### config.mk
export PLATFORM = sky130hd
export DESIGN_NAME = mseq_top
export DESIGN_NICKNAME = d
export VERILOG_FILES = /design/src/rtl/mseq_pkg.sv /design/src/rtl/mseq_dispatch.sv /design/src/rtl/mseq_next.sv /design/src/rtl/mseq_rom.sv /design/src/rtl/mseq_top.sv
export SDC_FILE = /design/constraint.sdc
export NUM_CORES = 1
export LEC_CHECK = 0
export ABC_AREA = 1
export BUFFER_PORTS_ARGS = -buffer_cell sky130_fd_sc_hd__clkbuf_2
export CELL_PAD_IN_SITES_DETAIL_PLACEMENT = 0
export CELL_PAD_IN_SITES_GLOBAL_PLACEMENT = 1
export CORE_ASPECT_RATIO = 1.25
export CORE_MARGIN = 2
export CORE_UTILIZATION = 33
export DETAILED_ROUTE_END_ITERATION = 8
export PLACE_DENSITY = 0.81
export SYNTH_ARGS = -nofsm -noshare
export SYNTH_HDL_FRONTEND = slang
export SYNTH_SLANG_ARGS = --single-unit
### constraint.sdc
create_clock -name clk -period 1.8 [get_ports clk]
set_input_delay 0.36 -clock clk [delete_from_list [all_inputs] [get_ports clk]]
set_output_delay 0.36 -clock clk [all_outputs]
set_load 0.05 [all_outputs]
### src/rtl/mseq_pkg.sv
package mseq_pkg;
  localparam int CTRL_W     = 20;
  localparam int UPC_W      = 5;
  localparam int ROM_DEPTH  = 1 << UPC_W;
  localparam int OPSEL_W    = 3;

  // control bit positions
  localparam int CB_MRD      = 0;
  localparam int CB_MWR      = 1;
  localparam int CB_ADDR_RES = 2;
  localparam int CB_IR_LD    = 3;
  localparam int CB_PC_LD    = 4;
  localparam int CB_PC_BR    = 5;
  localparam int CB_X_LD     = 6;
  localparam int CB_Y_LD     = 7;
  localparam int CB_RES_LD   = 8;
  localparam int CB_MDR_LD   = 9;
  localparam int CB_RF_WE    = 10;
  localparam int CB_DST_RD   = 11;
  localparam int CB_WB_MDR   = 12;
  localparam int CB_A_PC     = 13;
  localparam int CB_B_IMM    = 14;
  localparam int CB_B_FOUR   = 15;
  localparam int CB_OP_LSB   = 16;
  localparam int CB_FLAG_LD  = 19;

  localparam logic [OPSEL_W-1:0] ALU_ADD = 3'd0;
  localparam logic [OPSEL_W-1:0] ALU_SUB = 3'd1;
  localparam logic [OPSEL_W-1:0] ALU_AND = 3'd2;
  localparam logic [OPSEL_W-1:0] ALU_OR  = 3'd3;
  localparam logic [OPSEL_W-1:0] ALU_SLT = 3'd4;

  // routine entry points
  localparam int EP_FETCH = 0;
  localparam int EP_ADD   = 2;
  localparam int EP_SUB   = 4;
  localparam int EP_AND   = 6;
  localparam int EP_OR    = 8;
  localparam int EP_SLT   = 10;
  localparam int EP_LOAD  = 12;
  localparam int EP_STORE = 15;
  localparam int EP_BEQ   = 17;
  localparam int EP_TAKEN = 19;
  localparam int EP_BCY   = 20;
  localparam int EP_ADDI  = 22;

  typedef enum logic [1:0] {
    SQ_INC  = 2'b00,
    SQ_DISP = 2'b01,
    SQ_RET  = 2'b10,
    SQ_COND = 2'b11
  } seq_e;

  typedef struct packed {
    logic [CTRL_W-1:0] ctrl;
    logic              m0;
    seq_e              seq;
    logic [UPC_W-1:0]  tgt;
  } uword_t;

  function automatic logic [CTRL_W-1:0] cb(int b);
    return CTRL_W'(1) << b;
  endfunction

  function automatic logic [CTRL_W-1:0] aop(logic [OPSEL_W-1:0] o);
    return CTRL_W'(o) << CB_OP_LSB;
  endfunction

  function automatic uword_t uw(logic [CTRL_W-1:0] c, seq_e s, logic m, int t);
    uword_t w;
    w.ctrl = c;
    w.seq  = s;
    w.m0   = m;
    w.tgt  = UPC_W'(t);
    return w;
  endfunction

  function automatic uword_t rom_word(int a);
    logic [CTRL_W-1:0] exec_c, wb_rd, ea_c, cmp_c;
    exec_c = cb(CB_RES_LD);
    wb_rd  = cb(CB_RF_WE) | cb(CB_DST_RD);
    ea_c   = cb(CB_RES_LD) | cb(CB_B_IMM) | aop(ALU_ADD);
    cmp_c  = cb(CB_FLAG_LD) | aop(ALU_SUB);
    case (a)
      0:  return uw(cb(CB_MRD) | cb(CB_IR_LD) | cb(CB_PC_LD) | cb(CB_A_PC)
                    | cb(CB_B_FOUR) | aop(ALU_ADD), SQ_INC, 1'b0, 0);
      1:  return uw(cb(CB_X_LD) | cb(CB_Y_LD), SQ_DISP, 1'b0, 0);
      2:  return uw(exec_c | aop(ALU_ADD), SQ_INC, 1'b0, 0);
      4:  return uw(exec_c | aop(ALU_SUB), SQ_INC, 1'b0, 0);
      6:  return uw(exec_c | aop(ALU_AND), SQ_INC, 1'b0, 0);
      8:  return uw(exec_c | aop(ALU_OR),  SQ_INC, 1'b0, 0);
      10: return uw(exec_c | aop(ALU_SLT), SQ_INC, 1'b0, 0);
      3, 5, 7, 9, 11: return uw(wb_rd, SQ_RET, 1'b0, 0);
      12, 15, 22: return uw(ea_c, SQ_INC, 1'b0, 0);
      13: return uw(cb(CB_MRD) | cb(CB_ADDR_RES) | cb(CB_MDR_LD), SQ_INC, 1'b0, 0);
      14: return uw(cb(CB_RF_WE) | cb(CB_WB_MDR), SQ_RET, 1'b0, 0);
      16: return uw(cb(CB_MWR) | cb(CB_ADDR_RES), SQ_RET, 1'b0, 0);
      17: return uw(cmp_c, SQ_COND, 1'b0, EP_TAKEN);
      19: return uw(cb(CB_PC_LD) | cb(CB_PC_BR), SQ_RET, 1'b0, 0);
      20: return uw(cmp_c, SQ_COND, 1'b1, EP_TAKEN);
      23: return uw(cb(CB_RF_WE), SQ_RET, 1'b0, 0);
      default: return uw('0, SQ_RET, 1'b0, 0);
    endcase
  endfunction
endpackage

### src/rtl/mseq_dispatch.sv
module mseq_dispatch
  import mseq_pkg::*;
#(
  parameter int OP_W = 6,
  parameter int FN_W = 6
) (
  input  logic [OP_W-1:0]  opcode,
  input  logic [FN_W-1:0]  funct,
  output logic [UPC_W-1:0] entry,
  output logic             mapped
);
  localparam logic [OP_W-1:0] OPC_REG   = OP_W'(0);
  localparam logic [OP_W-1:0] OPC_BEQ   = OP_W'(4);
  localparam logic [OP_W-1:0] OPC_BCY   = OP_W'(6);
  localparam logic [OP_W-1:0] OPC_ADDI  = OP_W'(8);
  localparam logic [OP_W-1:0] OPC_LOAD  = OP_W'(35);
  localparam logic [OP_W-1:0] OPC_STORE = OP_W'(43);
  localparam logic [FN_W-1:0] FN_ADD = FN_W'(32);
  localparam logic [FN_W-1:0] FN_SUB = FN_W'(34);
  localparam logic [FN_W-1:0] FN_AND = FN_W'(36);
  localparam logic [FN_W-1:0] FN_OR  = FN_W'(37);
  localparam logic [FN_W-1:0] FN_SLT = FN_W'(42);

  logic [UPC_W-1:0] reg_entry;

  always_comb begin
    case (funct)
      FN_ADD:  reg_entry = UPC_W'(EP_ADD);
      FN_SUB:  reg_entry = UPC_W'(EP_SUB);
      FN_AND:  reg_entry = UPC_W'(EP_AND);
      FN_OR:   reg_entry = UPC_W'(EP_OR);
      FN_SLT:  reg_entry = UPC_W'(EP_SLT);
      default: reg_entry = UPC_W'(EP_FETCH);
    endcase
  end

  always_comb begin
    case (opcode)
      OPC_REG:   entry = reg_entry;
      OPC_LOAD:  entry = UPC_W'(EP_LOAD);
      OPC_STORE: entry = UPC_W'(EP_STORE);
      OPC_BEQ:   entry = UPC_W'(EP_BEQ);
      OPC_BCY:   entry = UPC_W'(EP_BCY);
      OPC_ADDI:  entry = UPC_W'(EP_ADDI);
      default:   entry = UPC_W'(EP_FETCH);
    endcase
    mapped = (entry != UPC_W'(EP_FETCH));
  end
endmodule

### src/rtl/mseq_next.sv
module mseq_next
  import mseq_pkg::*;
(
  input  logic [UPC_W-1:0] upc,
  input  seq_e             seq,
  input  logic             m0,
  input  logic [UPC_W-1:0] tgt,
  input  logic [UPC_W-1:0] disp_entry,
  input  logic             flag_z,
  input  logic             flag_cy,
  output logic [UPC_W-1:0] next_upc
);
  logic [UPC_W-1:0] inc;
  logic             cond_hit;

  always_comb begin
    inc      = upc + UPC_W'(1);
    cond_hit = m0 ? flag_cy : flag_z;
    case (seq)
      SQ_INC:  next_upc = inc;
      SQ_DISP: next_upc = disp_entry;
      SQ_RET:  next_upc = '0;
      SQ_COND: next_upc = cond_hit ? tgt : inc;
      default: next_upc = '0;
    endcase
  end
endmodule

### src/rtl/mseq_rom.sv
module mseq_rom
  import mseq_pkg::*;
#(
  parameter int DEPTH = ROM_DEPTH
) (
  input  logic [UPC_W-1:0] addr,
  output uword_t           word
);
  uword_t table_w [DEPTH];

  for (genvar i = 0; i < DEPTH; i++) begin : g_word
    assign table_w[i] = rom_word(i);
  end

  assign word = table_w[addr];
endmodule

### src/rtl/mseq_top.sv
module mseq_top
  import mseq_pkg::*;
#(
  parameter int OP_W = 6,
  parameter int FN_W = 6
) (
  input  logic              clk,
  input  logic              rst_n,
  input  logic [OP_W-1:0]   opcode,
  input  logic [FN_W-1:0]   funct,
  input  logic              flag_z,
  input  logic              flag_cy,
  output logic [CTRL_W-1:0] ctrl,
  output logic [UPC_W-1:0]  upc
);
  localparam uword_t RESET_WORD = rom_word(EP_FETCH);

  logic [UPC_W-1:0] upc_q, next_upc, disp_entry;
  logic             disp_mapped;
  uword_t           word_q, word_d;

  mseq_dispatch #(.OP_W(OP_W), .FN_W(FN_W)) u_disp (
    .opcode (opcode),
    .funct  (funct),
    .entry  (disp_entry),
    .mapped (disp_mapped)
  );

  mseq_next u_next (
    .upc        (upc_q),
    .seq        (word_q.seq),
    .m0         (word_q.m0),
    .tgt        (word_q.tgt),
    .disp_entry (disp_entry),
    .flag_z     (flag_z),
    .flag_cy    (flag_cy),
    .next_upc   (next_upc)
  );

  mseq_rom #(.DEPTH(ROM_DEPTH)) u_rom (
    .addr (next_upc),
    .word (word_d)
  );

  always_ff @(posedge clk or negedge rst_n) begin
    if (!rst_n) begin
      upc_q  <= '0;
      word_q <= RESET_WORD;
    end else begin
      upc_q  <= next_upc;
      word_q <= word_d;
    end
  end

  assign ctrl = word_q.ctrl;
  assign upc  = upc_q;

  a_r2_reset_fetch: assert property (@(posedge clk) disable iff (!rst_n)
    $rose(rst_n) |-> (upc_q == '0));

  a_r4_increment: assert property (@(posedge clk) disable iff (!rst_n)
    (word_q.seq == SQ_INC) |=> (upc_q == UPC_W'($past(upc_q) + 1)));

  a_r6_return: assert property (@(posedge clk) disable iff (!rst_n)
    (word_q.seq == SQ_RET) |=> (upc_q == '0));

  a_r7_taken: assert property (@(posedge clk) disable iff (!rst_n)
    (word_q.seq == SQ_COND && (word_q.m0 ? flag_cy : flag_z)) |=> (upc_q == $past(word_q.tgt)));

  a_r12_unmapped: assert property (@(posedge clk) disable iff (!rst_n)
    (word_q.seq == SQ_DISP && !disp_mapped) |=> (upc_q == '0));

  a_r13_mem_excl: assert property (@(posedge clk) disable iff (!rst_n)
    $onehot0({ctrl[CB_MRD], ctrl[CB_MWR]}));
endmodule

==> out/metrics.yaml, run 1 <==
setup_path:
  r2r-end: "word_q[6]$_DFF_PN0_"
  crit_path_start_kind: "register"
  cp_max_fo: 5
  crit_chain: "inv_1 -> nand2_2 -> nand2_4 -> buf_6 -> o21ai_4 -> a31oi_4 -> ha_2 -> nand3b_1 -> nand2_1 -> nand2_1 -> nand2_2 -> nand3_2"
  worstPathRequired_ns: 1.96
  reg2reg_depth: 12
  crit_buf_inv: 2
  max_stage_delay_ns: 0.37
  setup.worst_path.class: "reg2reg"
  rrSetupSlack_ns: -0.003
  rr_startpoint: "word_q[7]$_DFF_PN0_"
  slowest_stage: "dfrtp_1"
  crit_family: "simple AND/OR/NAND/NOR gates"
  end_kind: "register"
  worstPathArrival_ns: 1.96
synthesis:
  synth-edff-count: 0
  async_reset_ff_share_pct: 100.0
  netlist_area_um2: 1483
  synthMostInstantiatedCell: "nand2_1"
  synth_common_cells: "nand2_1 (46), inv_1 (28), nand3_1 (27), dfrtp_1 (22), nor2_1 (21)"
  ys_seq_elements: 25
  yosysTopAreaCell: "dfrtp_1"
  synth_top_area_share_pct: 37.13
  synth_area_leaders: "dfrtp_1 (37%), nand2_1 (12%), nand3_1 (9.1%)"
  synth_cell_type_count: 23
  syn_avg_cell_area_um2: 7.722
  synth_cells: 192
  syn_nets: 215
  yosysSeqAreaShare_pct: 42.45
  ys_warn_count: 0
  ys.flop_type: "dfrtp_1"
outcome:
  status: "finished with violations"
  failed_checks: "negative setup slack"
drt:
  first_iter_violations: 53
  first_pass_iters: 4
  viasPerCell: 4.521
  drcViolationCount: 0
  routed_wl_um: 3491
  final_antenna_net_count: 0
  wl_per_cell_um: 11.01
  num_vias: 1433
global_routing:
  grt_pass1_wl_um: 5678
  grt_usage_pct: 14.21
  antenna_found_initial: 0
  grt_overflow: 0
  grt_pass1_vias: 1365
  grt_max_degree: 26
placed_design:
  gp_congestion: 0.7990
  post-dp-hpwl_um: 2652
  numPortBuffers: 40
  dp.cells: 307
  dpl_worst_slack_ns: -0.3035
final_layout:
  final_cells: 317
  num-nets-final: 283
  final_layout_size_suffix_gt1_share_pct: 52.12
  antennaDiodeCount: 0
  area_growth_pct: 47.85
timing:
  fmax_ghz: 0.5547
  hold_violations: 0
  slew_viol_final: 0
  rsz0062_at_grt: "true"
  maxSlewHeadroom_pct: 59.97
  fin_ws_ns: -0.002784
  worstMarginPinSlew_ns: 0.6005
  min_period_ns: 1.803
  fin_worst_skew_ns: 0.001226
  setup_viol: 1
  fin_crit_sh_pct: 100.2
clocking:
  numClockSinks: 25
  clock_path_buffers: 2
  cts_tree: "yes"
  ctsRootBufferMaster: "clkbuf_8"
  insertion_delay_ns: 0.27
  holdBufCountCts: 0
  path_clk_slew_ns: 0.09
  htree_levels: 1
  numCtsBuffers: 3
floorplanning:
  io_pins: 41
  dieArea_um2: 5048
  initial_core_util_pct: 34.02
  core_region_area_um2: 4358
  die_h_um: 78.94
  die_w_um: 63.95
  rows: 27
power:
  power_density_nw_per_um2: 1764
  p_leak_nw: 1.223
  irDropWorstVdd_mv: 0.7384
  total_power_w: 0.003867
worst_hold_path:
  hp-class: "in2async"
flow_run:
  maxCapViolCount: 0
[flip-flops by register name, summed over array words and instances (netlist names)]
name and count:
word_q 4, upc 5, ctrl 16
[how the worst max path moves through the flow]
stage,from,endpoint,slack [ns],cells after the start
after floorplan,funct[5],word_q[4]$_DFF_PN0_,-0.02,14
after global placement,funct[2],word_q[4]$_DFF_PN0_,-0.28,15
after detailed placement,funct[2],word_q[4]$_DFF_PN0_,-0.30,15
after CTS,word_q[7]$_DFF_PN0_,ctrl[16]$_DFF_PN0_,-0.03,12
after global routing,opcode[5],word_q[6]$_DFF_PN0_,-0.13,13
final,word_q[7]$_DFF_PN0_,word_q[6]$_DFF_PN0_,-0.003,12
[cells in the final DEF (no fill, tap or decap)]
cell | netlist | routed
clkbuf_2 | 0 | 40
nand2_1 | 46 | 38
inv_1 | 28 | 24
buf_4 | 3 | 23
nand3_1 | 27 | 19
dfrtp_1 | 22 | 19
nor2_1 | 21 | 14
nor2_2 | 5 | 11
nand2_2 | 5 | 11
nand3_2 | 2 | 10
nand2_4 | 3 | 5
inv_2 | 2 | 5
ha_4 | 0 | 5
o21ai_1 | 4 | 4
nor2_4 | 2 | 3
xor2_1 | 3 | 3
inv_4 | 2 | 3
clkbuf_8 | 0 | 3
dfstp_2 | 3 | 3
buf_6 | 0 | 3
dfrtp_2 | 0 | 3
nand3b_1 | 2 | 2
ha_2 | 0 | 2
a21oi_4 | 0 | 1
o21ai_4 | 0 | 1
a31oi_4 | 0 | 1
o21ai_2 | 1 | 1
nand4_1 | 1 | 1
clkinvlp_4 | 0 | 1
[power by group]
group / internal (W) / leakage (nW) / switching (W)
logic: 0.000976 / 0.880 / 0.00170
clock network: 0.000157 / 0.0217 / 0.000184
registers: 0.000750 / 0.322 / 0.0000993
total: 0.00188 / 1.22 / 0.00198
[metrics by stage]
stage	hold slack, ns	instance area [um2]	util (%)	setup TNS (ns)
2_1_floorplan	0.06441	1505	-	-0.06270
3_3_place_gp	0.3896	1906	43.73	-3.807
3_5_place_dp	0.3936	1906	43.73	-4.413
4_1_cts	0.09519	2036	46.71	-0.07844
5_1_grt	0.1305	2192	50.30	-1.100
6_report	0.07796	2192	50.30	-0.002784
[cell type report]
type,count,area (um2)
clock buffers,3,41.29
clock inverters,1,7.507
fillers,422,2166
inverters,32,127.6
multi-input cells,132,903.4
flip-flops and latches,25,633.1
well taps,58,72.57
repair buffers,66,406.6
[kinds of logic (layout without fill, tap and decap cells)]
logic type,after synthesis,count (layout),synth area share [%]
buffers and inverters,35,102,9.958
DFF,25,25,42.45
adders and majority gates,7,7,5.907
xor gates and xnor gates,3,3,1.772
and+or+nand+nor,114,114,36.88
AOI/OAI and AO/OA,8,8,3.038
[metal layers]
layer	track usage, %	wire (um)
met1	15.00	1339
met2	27.19	1968
met3	2.125	111
met4	6.522	72
met5	0	0
[what timing repair did]
action | 4_1_cts | 5_1_grt
endpoints found under the setup margin | 13 | 19
gates resized for setup | 14 | 34
pin swaps | 6 | 19
gates cloned | 0 | 0
setup buffers | 5 | 2
(Power assumes the default switching activity.)
==> run 2, diff against run 1 <==
--- a/config.mk
+++ b/config.mk
@@ -13,6 +13,7 @@
 export CORE_MARGIN = 2
 export CORE_UTILIZATION = 33
 export DETAILED_ROUTE_END_ITERATION = 8
+export GPL_TIMING_DRIVEN = 0
 export PLACE_DENSITY = 0.81
 export SYNTH_ARGS = -nofsm -noshare
 export SYNTH_HDL_FRONTEND = slang
==> out/metrics.yaml, run 2 (synthesis results as in run 1) <==
drt:
  viasPerCell: 4.439
  first_iter_violations: 40
  drcViolationCount: 0
  routed_wl_um: 3390
  num_vias: 1354
  wl_per_cell_um: 11.11
  final_antenna_net_count: 0
  first_pass_iters: 4
clocking:
  insertion_delay_ns: 0.27
  numCtsBuffers: 3
  path_clk_slew_ns: 0.09
  clock_path_buffers: 2
  numClockSinks: 25
  holdBufCountCts: 0
  ctsRootBufferMaster: "clkbuf_8"
  cts_tree: "yes"
  htree_levels: 1
placed_design:
  dp.cells: 290
  gp_congestion: 0.7600
  numPortBuffers: 40
  post-dp-hpwl_um: 2576
setup_path:
  cp_max_fo: 4
  end_kind: "register"
  worstPathRequired_ns: 1.96
  worstPathArrival_ns: 2.01
  setup.worst_path.class: "reg2reg"
  crit_path_start_kind: "register"
  critPathLaunch: "upc[1]$_DFF_PN0_"
  reg2reg_depth: 10
  rrSetupSlack_ns: -0.05
  r2r-end: "word_q[6]$_DFF_PN0_"
  rr_startpoint: "upc[1]$_DFF_PN0_"
global_routing:
  grt_overflow: 0
  antenna_found_initial: 0
  grt_pass1_wl_um: 5375
  grt_max_degree: 26
  grt_pass1_vias: 1254
  grt_usage_pct: 13.80
power:
  power_density_nw_per_um2: 1782
  p_leak_nw: 1.156
  p_sw_share_pct: 51.94
  irDropWorstVdd_mv: 0.9108
  clkPwrFrac_pct: 9.0
  p_sw_w: 0.001911
  comb_power_share_pct: 68.2
  power_frac_seq_pct: 22.8
  p_int_w: 0.001768
worst_hold_path:
  hp-class: "in2async"
timing:
  fmax_ghz: 0.5392
  rsz0062_at_grt: "true"
  tns_ns: -0.1820
  fin_ws_ns: -0.05473
  setup_viol: 8
  worstMarginPinSlew_ns: 0.5914
  maxSlewHeadroom_pct: 60.57
  fin_crit_sh_pct: 103.0
  min_period_ns: 1.855
  slew_viol_final: 0
  hold_violations: 0
  fin_worst_skew_ns: 0.007786
flow_run:
  maxCapViolCount: 0
outcome:
  failed_checks: "negative setup slack"
  status: "finished with violations"
final_layout:
  antennaDiodeCount: 0
  multi_input_area_um2: 860.8
  area_growth_pct: 39.24
  nFillCells: 423
  layout_common_cells: "nand2_1 (41), clkbuf_2 (40), inv_1 (25)"
  final_common_cell: "nand2_1"
  num-nets-final: 271
  regArea_um2: 633.1
  final_core_util_pct: 47.37
  final_cells: 305
  final_layout_size_suffix_gt1_share_pct: 45.34
  largest_register_ffs: 16
floorplanning:
  rows: 27
  io_pins: 41
  die_w_um: 63.95
  die_h_um: 78.94
  initial_core_util_pct: 34.02
  core_region_area_um2: 4358
  dieArea_um2: 5048
## run 2: cell count changes in the layout (fill, tap and decap cells not counted), moves of 2 or more
cell     delta
ha_1        +2
nor2_2      -2
buf_6       -2
nand3_2     -3
nand2_1     +3
buf_4      -11
nand3_1     +3
nand2_2     -3
nor2_1      +2
## run 2: timing repair
action	CTS	global route
setup endpoints to repair	19	18
gates resized for setup	20	15
setup buffers	6	5
pin swaps	4	6
## run 2: power by group through the flow
stage	combinational (W)	sequential, W	clock [W]
after CTS	0.00223	0.000838	0.000341
final	0.00251	0.000839	0.000332
after floorplan	0.00108	0.00129	0
after global placement	0.00191	0.000868	0
after detailed placement	0.00191	0.000870	0
after global routing	0.00273	0.000853	0.000363
## run 2: critical path, cell delays in order (launching register included)
cell	delay, ns
dfrtp_2	0.43
ha_4	0.26
o21ai_4	0.17
a31oi_4	0.15
buf_6	0.16
ha_4	0.14
nand3b_1	0.15
nand2_1	0.07
nand2_1	0.06
nand2_2	0.09
nand3_2	0.06
## run 2: per-layer routing
| metal | vias to the layer above | wire [um] | GRT usage [%] | part of all wire (%) |
|---|---|---|---|---|
| met5 | - | 0 | 0 | 0 |
| met2 | 27 | 1934 | 27.08 | 57 |
| li1 | 695 | - | - | - |
| met4 | 0 | 78 | 7.174 | 2.3 |
| met1 | 625 | 1293 | 14.03 | 38 |
| met3 | 7 | 83 | 1.416 | 2.4 |
## run 2: how the worst max path moves through the flow
stage                                endpoint
after floorplan           word_q[4]$_DFF_PN0_
after global placement    word_q[4]$_DFF_PN0_
after detailed placement  word_q[5]$_DFF_PN0_
after CTS                   ctrl[8]$_DFF_PN0_
after global routing      word_q[6]$_DFF_PN0_
final                     word_q[6]$_DFF_PN0_
## run 2: through the flow
step	power, W	instance area (um2)	worst slack, ns	hold WS, ns
2_1_floorplan	0.002366	1505	-0.02279	0.06441
3_3_place_gp	0.002774	1778	-0.3585	0.3834
3_5_place_dp	0.002782	1778	-0.3747	0.3891
4_1_cts	0.003407	1969	-0.02630	0.08772
5_1_grt	0.003944	2064	-0.1983	0.1337
6_report	0.003679	2064	-0.05473	0.07144
## run 2: layout make-up
cell class	count	area share, %
multi-input cells	132	41.70
flip-flops and latches	25	30.67
repair buffers	51	14.48
inverters	32	6.182
well taps	58	3.515
clock buffers	3	2.000
plain buffers	3	1.091
clock inverters	1	0.3636
